[config.mk]
export PLATFORM = sky130hd
export DESIGN_NAME = aser_adapter
export DESIGN_NICKNAME = d
export VERILOG_FILES = /design/src/rtl/aser_pkg.sv /design/src/rtl/aser_rx.sv /design/src/rtl/aser_tx.sv /design/src/rtl/aser_regs.sv /design/src/rtl/aser_adapter.sv
export SDC_FILE = /design/constraint.sdc
export NUM_CORES = 1
export LEC_CHECK = 0
export BUFFER_PORTS_ARGS = -buffer_cell sky130_fd_sc_hd__buf_2
export CAP_MARGIN = 20
export CORE_ASPECT_RATIO = 1.4
export CORE_MARGIN = 2
export CORE_UTILIZATION = 50
export CTS_CLUSTER_DIAMETER = 200
export DETAILED_ROUTE_END_ITERATION = 12
export PLACE_DENSITY_LB_ADDON = 0.08
export SLEW_MARGIN = 20
export SYNTH_ARGS = -nofsm -noshare
export SYNTH_HDL_FRONTEND = slang
export SYNTH_SLANG_ARGS = --single-unit
[constraint.sdc]
create_clock -name clk -period 7.95 [get_ports clk]
set_clock_uncertainty 0.05 [all_clocks]
set_input_delay 1.59 -clock clk [delete_from_list [all_inputs] [get_ports clk]]
set_output_delay 1.59 -clock clk [all_outputs]
set_load 0.02 [all_outputs]
[src/rtl/aser_pkg.sv]
package aser_pkg;
  typedef struct packed {
    logic eight;
    logic par_en;
    logic par_odd;
    logic two_stop;
  } fmt_t;

  typedef enum logic [1:0] {
    DIV_ONE  = 2'b00,
    DIV_LO_S = 2'b01,
    DIV_HI_S = 2'b10,
    DIV_MRST = 2'b11
  } div_t;

  function automatic fmt_t fmt_decode(input logic [2:0] code);
    fmt_t f;
    case (code)
      3'd0:    f = '{eight: 1'b0, par_en: 1'b1, par_odd: 1'b0, two_stop: 1'b1};
      3'd1:    f = '{eight: 1'b0, par_en: 1'b1, par_odd: 1'b1, two_stop: 1'b1};
      3'd2:    f = '{eight: 1'b0, par_en: 1'b1, par_odd: 1'b0, two_stop: 1'b0};
      3'd3:    f = '{eight: 1'b0, par_en: 1'b1, par_odd: 1'b1, two_stop: 1'b0};
      3'd4:    f = '{eight: 1'b1, par_en: 1'b0, par_odd: 1'b0, two_stop: 1'b1};
      3'd5:    f = '{eight: 1'b1, par_en: 1'b0, par_odd: 1'b0, two_stop: 1'b0};
      3'd6:    f = '{eight: 1'b1, par_en: 1'b1, par_odd: 1'b0, two_stop: 1'b0};
      default: f = '{eight: 1'b1, par_en: 1'b1, par_odd: 1'b1, two_stop: 1'b0};
    endcase
    return f;
  endfunction
endpackage

[src/rtl/aser_rx.sv]
module aser_rx
  import aser_pkg::*;
#(
  parameter int DIV_LO = 16,
  parameter int DIV_HI = 64
) (
  input  logic       clk,
  input  logic       rst_n,
  input  logic       hold,
  input  logic       tick,
  input  div_t       div,
  input  logic       eight,
  input  logic       par_en,
  input  logic       par_odd,
  input  logic       rx_in,
  output logic       done,
  output logic [7:0] data,
  output logic       par_err,
  output logic       frm_err
);
  localparam int CW = $clog2(DIV_HI) + 1;

  typedef enum logic [1:0] {RX_IDLE, RX_START, RX_BITS} rx_state_t;
  rx_state_t       st;
  logic [1:0]      sync;
  logic            rxs;
  logic [CW-1:0]   cnt, period, half;
  logic [3:0]      idx, nd, last;
  logic [9:0]      bits;
  logic [7:0]      dmask;

  assign rxs = sync[1];

  always_comb begin
    case (div)
      DIV_LO_S: period = CW'(DIV_LO);
      DIV_HI_S: period = CW'(DIV_HI);
      default:  period = CW'(1);
    endcase
    half  = period >> 1;
    nd    = eight ? 4'd8 : 4'd7;
    last  = nd + {3'b000, par_en};
    dmask = eight ? bits[7:0] : {1'b0, bits[6:0]};
  end

  always_ff @(posedge clk or negedge rst_n) begin
    if (!rst_n) begin
      sync    <= 2'b11;
      st      <= RX_IDLE;
      cnt     <= '0;
      idx     <= '0;
      bits    <= '0;
      done    <= 1'b0;
      data    <= '0;
      par_err <= 1'b0;
      frm_err <= 1'b0;
    end else begin
      sync <= {sync[0], rx_in};
      done <= 1'b0;
      if (hold) begin
        st  <= RX_IDLE;
        cnt <= '0;
      end else if (tick) begin
        case (st)
          RX_IDLE: if (!rxs) begin
            cnt <= '0;
            idx <= '0;
            st  <= (half == '0) ? RX_BITS : RX_START;
          end
          RX_START: begin
            if (cnt == half - CW'(1)) begin
              cnt <= '0;
              st  <= rxs ? RX_IDLE : RX_BITS;
            end else begin
              cnt <= cnt + CW'(1);
            end
          end
          RX_BITS: begin
            if (cnt == period - CW'(1)) begin
              cnt       <= '0;
              bits[idx] <= rxs;
              if (idx == last) begin
                done    <= 1'b1;
                st      <= RX_IDLE;
                data    <= dmask;
                par_err <= par_en & ((^dmask) ^ par_odd ^ bits[nd]);
                frm_err <= ~rxs;
              end else begin
                idx <= idx + 4'd1;
              end
            end else begin
              cnt <= cnt + CW'(1);
            end
          end
          default: st <= RX_IDLE;
        endcase
      end
    end
  end


  done_only_from_bits_chk: assert property (@(posedge clk) disable iff (!rst_n)
    done |-> $past(st == RX_BITS));
endmodule

[src/rtl/aser_tx.sv]
module aser_tx
  import aser_pkg::*;
#(
  parameter int DIV_LO = 16,
  parameter int DIV_HI = 64
) (
  input  logic       clk,
  input  logic       rst_n,
  input  logic       hold,
  input  logic       tick,
  input  logic       brk,
  input  div_t       div,
  input  fmt_t       fmt,
  input  logic       have_data,
  input  logic [7:0] tdata,
  output logic       load,
  output logic       tx_out
);
  localparam int CW = $clog2(DIV_HI) + 1;
  localparam int FW = 12;

  logic [CW-1:0] cnt, period;
  logic [FW-1:0] sh, frame;
  logic [3:0]    left, nbits, nd;
  logic          busy, par;

  always_comb begin
    case (div)
      DIV_LO_S: period = CW'(DIV_LO);
      DIV_HI_S: period = CW'(DIV_HI);
      default:  period = CW'(1);
    endcase
    nd    = fmt.eight ? 4'd8 : 4'd7;
    par   = (^(tdata & (fmt.eight ? 8'hFF : 8'h7F))) ^ fmt.par_odd;
    frame = '1;
    frame[0] = 1'b0;
    for (int i = 0; i < 8; i++) begin
      if (4'(i) < nd) frame[1+i] = tdata[i];
    end
    if (fmt.par_en) frame[4'd1 + nd] = par;
    nbits = 4'd2 + nd + {3'b000, fmt.par_en} + {3'b000, fmt.two_stop};
  end

  assign load = tick & ~hold & ~busy & have_data;

  always_ff @(posedge clk or negedge rst_n) begin
    if (!rst_n) begin
      busy   <= 1'b0;
      sh     <= '1;
      cnt    <= '0;
      left   <= '0;
      tx_out <= 1'b1;
    end else if (hold) begin
      busy   <= 1'b0;
      cnt    <= '0;
      tx_out <= 1'b1;
    end else begin
      tx_out <= brk ? 1'b0 : (busy ? sh[0] : 1'b1);
      if (load) begin
        sh   <= frame;
        busy <= 1'b1;
        cnt  <= '0;
        left <= nbits;
      end else if (tick && busy) begin
        if (cnt == period - CW'(1)) begin
          cnt  <= '0;
          sh   <= {1'b1, sh[FW-1:1]};
          left <= left - 4'd1;
          if (left == 4'd1) busy <= 1'b0;
        end else begin
          cnt <= cnt + CW'(1);
        end
      end
    end
  end


  break_holds_space_chk: assert property (@(posedge clk) disable iff (!rst_n)
    (brk && !hold) |=> !tx_out);


  hold_keeps_mark_chk: assert property (@(posedge clk) disable iff (!rst_n)
    hold |=> tx_out);
endmodule

[src/rtl/aser_regs.sv]
module aser_regs
  import aser_pkg::*;
(
  input  logic       clk,
  input  logic       rst_n,
  input  logic       bus_en,
  input  logic       bus_wr,
  input  logic       bus_sel,
  input  logic [7:0] bus_wdata,
  output logic [7:0] bus_rdata,
  input  logic       rx_done,
  input  logic [7:0] rx_data,
  input  logic       rx_perr,
  input  logic       rx_ferr,
  input  logic       tx_load,
  output logic       mr,
  output div_t       div,
  output fmt_t       fmt,
  output logic       brk,
  output logic       tdr_full,
  output logic [7:0] tdr,
  output logic       irq
);
  logic [7:0] ctrl, rdr;
  logic       rx_full, ovr, pe, fe, tdr_empty;
  logic       rd_rx, wr_tdr, wr_ctl;

  assign wr_ctl   = bus_en &  bus_wr & ~bus_sel;
  assign wr_tdr   = bus_en &  bus_wr &  bus_sel;
  assign rd_rx    = bus_en & ~bus_wr &  bus_sel;
  assign div      = div_t'(ctrl[1:0]);
  assign mr       = (div == DIV_MRST);
  assign fmt      = fmt_decode(ctrl[4:2]);
  assign brk      = (ctrl[6:5] == 2'b11);
  assign tdr_full = ~tdr_empty;
  assign irq      = (ctrl[7] & (rx_full | ovr)) | ((ctrl[6:5] == 2'b01) & tdr_empty);
  assign bus_rdata = bus_sel ? rdr : {irq, pe, ovr, fe, 2'b00, tdr_empty, rx_full};

  always_ff @(posedge clk or negedge rst_n) begin
    if (!rst_n) begin
      ctrl      <= 8'h03;
      rdr       <= '0;
      tdr       <= '0;
      rx_full   <= 1'b0;
      ovr       <= 1'b0;
      pe        <= 1'b0;
      fe        <= 1'b0;
      tdr_empty <= 1'b1;
    end else begin
      if (wr_ctl) ctrl <= bus_wdata;
      if (mr) begin
        rx_full   <= 1'b0;
        ovr       <= 1'b0;
        pe        <= 1'b0;
        fe        <= 1'b0;
        tdr_empty <= 1'b1;
      end else begin
        if (rd_rx) begin
          rx_full <= 1'b0;
          ovr     <= 1'b0;
          pe      <= 1'b0;
          fe      <= 1'b0;
        end
        if (rx_done) begin
          if (rx_full && !rd_rx) begin
            ovr <= 1'b1;
          end else begin
            rdr     <= rx_data;
            rx_full <= 1'b1;
            pe      <= rx_perr;
            fe      <= rx_ferr;
          end
        end
        if (tx_load) tdr_empty <= 1'b1;
        if (wr_tdr) begin
          tdr       <= bus_wdata;
          tdr_empty <= 1'b0;
        end
      end
    end
  end


  full_needs_done_chk: assert property (@(posedge clk) disable iff (!rst_n)
    $rose(rx_full) |-> $past(rx_done));


  overrun_needs_full_chk: assert property (@(posedge clk) disable iff (!rst_n)
    $rose(ovr) |-> $past(rx_full));


  read_clears_chk: assert property (@(posedge clk) disable iff (!rst_n)
    (rd_rx && !rx_done) |=> (!rx_full && !ovr && !pe && !fe));


  write_fills_chk: assert property (@(posedge clk) disable iff (!rst_n)
    (wr_tdr && !mr) |=> !tdr_empty);


  master_reset_chk: assert property (@(posedge clk) disable iff (!rst_n)
    mr |=> (tdr_empty && !rx_full && !ovr));
endmodule

[src/rtl/aser_adapter.sv]
module aser_adapter
  import aser_pkg::*;
#(
  parameter int DIV_LO = 16,
  parameter int DIV_HI = 64
) (
  input  logic       clk,
  input  logic       rst_n,
  input  logic       bus_en,
  input  logic       bus_wr,
  input  logic       bus_sel,
  input  logic [7:0] bus_wdata,
  output logic [7:0] bus_rdata,
  output logic       irq,
  input  logic       rx_tick,
  input  logic       tx_tick,
  input  logic       rx_line,
  output logic       tx_line
);
  logic       mr, brk, tdr_full, tx_load;
  logic       rx_done, rx_perr, rx_ferr;
  logic [7:0] rx_data, tdr;
  div_t       div;
  fmt_t       fmt;

  aser_regs regs_i (
    .clk, .rst_n, .bus_en, .bus_wr, .bus_sel, .bus_wdata, .bus_rdata,
    .rx_done, .rx_data, .rx_perr, .rx_ferr, .tx_load,
    .mr, .div, .fmt, .brk, .tdr_full, .tdr, .irq
  );

  aser_rx #(.DIV_LO(DIV_LO), .DIV_HI(DIV_HI)) rx_i (
    .clk, .rst_n, .hold(mr), .tick(rx_tick), .div,
    .eight(fmt.eight), .par_en(fmt.par_en), .par_odd(fmt.par_odd),
    .rx_in(rx_line), .done(rx_done), .data(rx_data),
    .par_err(rx_perr), .frm_err(rx_ferr)
  );

  aser_tx #(.DIV_LO(DIV_LO), .DIV_HI(DIV_HI)) tx_i (
    .clk, .rst_n, .hold(mr), .tick(tx_tick), .brk, .div, .fmt,
    .have_data(tdr_full), .tdata(tdr), .load(tx_load), .tx_out(tx_line)
  );
endmodule

## Word-level counts from Yosys, hierarchy flattened

Cells that the tools add are included.
W data, S select, Z words.

- Bits of input ports: 16
- Output and inout port bits: 10
- Bits in registers: 90
- Word-level logic and storage cells: 207

- Magnitude comparators: 13
- Reduce and logical (&&, ||, !) cells: 28
- $add $sub $neg: 11
- Bitwise logic cells: 24
- Eq/ne operators: 25
- Mux-type cells: 84

Operator list:

| cell | count |
|---|---|
| $mux W7 | 9 |
| $mux W12 | 4 |
| $mux W1 | 43 |
| $mux W4 | 7 |
| $pmux W4 S7 | 1 |
| $mux W8 | 3 |
| $eq A7 B7 Y1 | 3 |
| $pmux W7 S3 | 1 |
| $lt A3 B4 Y1 const A | 4 |
| $mux W2 | 8 |
| $reduce_xor A8 Y1 | 2 |
| $lt A4 B5 Y1 const B | 3 |
| $add A7 B1 Y7 const B | 2 |
| $pmux W7 S2 | 1 |
| $add A4 B1 Y4 | 3 |
| $bwmux W12 | 1 |
| $reduce_and A3 Y1 | 4 |
| $reduce_bool A3 Y1 | 4 |
| $and A1 B1 Y1 | 11 |
| $bwmux W10 | 1 |
| $reduce_and A5 Y1 | 2 |
| $eq A3 B3 Y1 const B | 3 |
| $ne A3 B1 Y1 const B | 3 |
| $and A8 B8 Y8 | 1 |
| other kinds (35) | 61 |

## Longest topological paths before layout

- Word-level depth: 11
- Mapped depth: 9
- Mapped depth without buffers: 8

## Hierarchy

From an unflattened synthesis, not the netlist that was laid out.

- Cell total of the unflattened synthesis: 443
- Area, all modules: 4,842.1 sq um

Modules (own cells, without submodules):

| module | area an instance (sq um) | times used | sequential area each (sq um) | cells an instance |
|---|---|---|---|---|
| aser_rx | 2,114.5 | 1 | 878.3 | 201 |
| aser_tx | 1,435.1 | 1 | 589.3 | 147 |
| aser_regs | 1,292.5 | 1 | 729.4 | 95 |

## Least setup slack after synthesis

Ideal clock, no wire load.

- Path type: input-to-output
- Start: in bus_sel
- End: out bus_rdata[0]
- Arrival: 2.295 ns
- Required time: 6.310 ns
- Slack: 4.015 ns
- Stages: 2
- Buffers on the path: 1
- Cells stage by stage: clkbuf_1 > o21ai_0

- Longest elaborated chain between the ends: 1

RTL lines:

| item | RTL line | text |
|---|---|---|
| start: declaration | aser_adapter.sv:11 | `input logic bus_sel,` |
| $mux W8 | aser_regs.sv:37 | `assign bus_rdata = bus_sel ? rdr : {irq, pe, ovr, fe, 2'b00, tdr_empty, rx_full};` |
| end: declaration | aser_adapter.sv:13 | `output logic [7:0] bus_rdata,` |

Every way passes these cells.

## Worst setup path after layout

- Start: in bus_sel
- End: out bus_rdata[1]

Same word-level chain as after synthesis.

==> flow_summary.ini <==
[outcome]
outcome = finished, final reports clean

[floorplan]
dieArea_sq_mm = 0.01006
core-area_sq_mm = 0.009029
pin_count = 26
die_h_microns = 117.9
row_count = 41
initial_core_util = 0.5127
die_w_microns = 85.33

[pwr]
p_total_mw = 1.535
p_leak_nw = 2.365
p_per_area_mw_per_mm2 = 300.9
max-vdd-ir-drop_v = 0.0001754

[sta]
slew_headroom = 0.4188
setup_viol = 0
fmax_mhz = 252.7
rsz0062_at_grt = no
finalSetupTns_ns = 0
drv_slew = 0
finalHoldViolCount = 0
worst_pin_slew_ns = 0.8700
final.min_clock_period_ns = 3.958
fin_crit_sh = 0.4979

[logic_synthesis]
yosysMostFrequentCell = dfrtp_1
synth.top_cells.by_area = dfrtp_1 (38%), mux2_2 (9.2%), dfstp_2 (9.1%), nand2_1 (5.1%), ha_1 (4.1%)
netlist.area_leader.share = 0.3838
synth_edf_count = 0
yosysSeqAreaShare = 0.4746
syn_inst = 454
synth_top_cell_by_area = dfrtp_1
synthFlopType = dfrtp_1
ys_types = 60
ys_ff_latch = 87
async_reset_ff_frac = 1.000
avgSynthCellArea_sq_um = 10.20
synthTopCellsByCount = dfrtp_1 (71), nand2_1 (63), mux2_2 (38)
ys_warn_count = 0
synth_area_sq_mm = 0.004629
synth_nets = 485

[clock_tree]
post_cts_resized = 0
clock_sinks = 87
cts-root-buf = clkbuf_16
post_cts.repair.setup_buffers = 0
holdBufCountCts = 0
cts_buffers = 9
clock_path_buffers = 2
htree_levels = 3
tritoncts = built
clk_pin_slew_ns = 0.06
clk_latency_ns = 0.34

[drt]
vias_per_cell = 5.541
drt_wl_total_mm = 8.827
drt-wirelength-per-cell_microns = 15.01
first_iter_violations = 157
drc = 0
vias = 3258
ant_nets = 0
first_pass_iters = 4

[global_routing]
grt.overflow.total = 0
antenna_found_initial = 0
grt_pass1_vias = 3214
grt_pass1_wl_mm = 14.93
grt_max_degree = 66
grt_util_all_layers = 0.1851

[setup_path]
reg2reg_depth = 8
start_kind = input port
required_ns = 6.31
cp-end-kind = primary output
cp_max_fo = 13
timing.rr.start = regs_i.ctrl[0]
crit_start = bus_sel
path_class = input port to primary output
arrival_ns = 2.32

[cells_and_area]
drive_gt1_frac = 0.2287
n_antenna_cell = 0
postLayoutCellArea_sq_mm = 0.005101
final_nets = 507
area.growth.synth_to_final_pct = 10.19

[placed_design]
gp_congestion = 0.8042
portBuffers = 25
dp_hpwl_mm = 6.453
placed_area_sq_mm = 0.004793

[job]
cap_violations = 0

[worst_hold_path]
hp-start = rx_i.sync[0]
hold_path.class = flop to flop
min_path_cells = 0
area by class of cell:
type / count / area [sq um]
timing repair buffer: 26 / 135.1
sequential: 87 / 2197
tap: 107 / 133.9
inverter: 16 / 60.06
fill: 802 / 3928
clock inverter: 7 / 78.83
clock buffer: 9 / 225.2
multi-input combinational: 336 / 2271
cell usage in the layout, fill, tap and decap left out, types with 2 or more instances in the layout:
cell,Yosys,layout
or2_2,4,4
nor3_1,15,15
nor2b_1,8,8
clkbuf_16,0,9
xor2_1,6,6
a22o_1,2,2
inv_1,16,16
and2_1,3,3
nand3_1,14,14
dfstp_2,16,16
buf_2,1,24
ha_1,15,15
mux2_2,38,38
nor3b_1,3,3
buf_4,0,2
a211oi_1,2,2
dfrtp_1,71,71
nand4_1,9,9
a22oi_1,3,3
a31oi_1,8,8
clkinvlp_4,0,3
nand2b_1,10,10
inv_6,0,2
nor2_1,35,35
and3_1,4,4
a211o_1,6,6
nand2_2,2,2
o21ai_0,15,15
xnor2_1,17,17
a21oi_1,15,14
nand3b_1,6,6
and3b_1,2,2
mux2i_1,3,3
nand2_1,63,63
a21o_1,2,2
a41oi_1,3,3
sequential cells by signal (all words and copies together), names as in the netlist, 4 cells and up:
name         flops
tx_i.sh         10
tx_i.left        4
regs_i.rdr       8
rx_i.cnt         7
rx_i.idx         4
tx_i.cnt         7
regs_i.tdr       8
rx_i.bits        9
regs_i.ctrl      8
rx_i.data        8
power breakdown:
part,switching [mW],leakage [nW],internal [mW]
clock network,0.178,0.139,0.246
logic,0.264,1.12,0.210
registers,0.0856,1.11,0.552
total,0.527,2.36,1.01
per-layer routing:
metal / part of all wire / up-vias / GRT usage
met2: 0.51 / 34 / 0.3179
met1: 0.46 / 1580 / 0.2302
li1: - / 1636 / -
met3: 0.021 / 8 / 0.03436
met5: 0 / - / 0
met4: 0.015 / 0 / 0.06548
critical path, cell delays in order:
cell and delay (ns):
buf_2 0.21, mux2_2 0.36, buf_2 0.16
path summary, 6_finish.rpt:
| path | end | slack (ns) |
|---|---|---|
| max in group asynchronous | rx_i.bits[4] | 5.67 |
| min | rx_i.sync[1] | 0.31 |
| max | bus_rdata[1] | 3.99 |
| max reg2reg | rx_i.data[7] | 4.76 |
| min in group asynchronous | rx_i.st[1] | 1.09 |
| min reg2reg | rx_i.sync[1] | 0.31 |
per-stage QoR:
stage	utilization	setup slack [ns]	std cells	hold slack (ns)
floorplan	-	4.015	454	0.2952
global placement	0.5309	4.020	572	0.2972
detailed placement	0.5309	3.996	572	0.2992
CTS	0.5646	3.994	588	0.3115
global route	0.5650	3.960	588	0.3126
finish	0.5650	3.992	588	0.3081
logic make-up after synthesis:
group,count (synthesis),share of synthesized area
adder cells (fa/ha/maj),15,0.04054
flip-flops,87,0.4746
buffers and inverters,31,0.03567
XOR/XNOR,24,0.04838
AO/OA/AOI/OAI,68,0.1016
AND/OR/NAND/NOR,188,0.2003
multiplexers,41,0.09892
No activity file was read; power rests on OpenSTA's default activity.
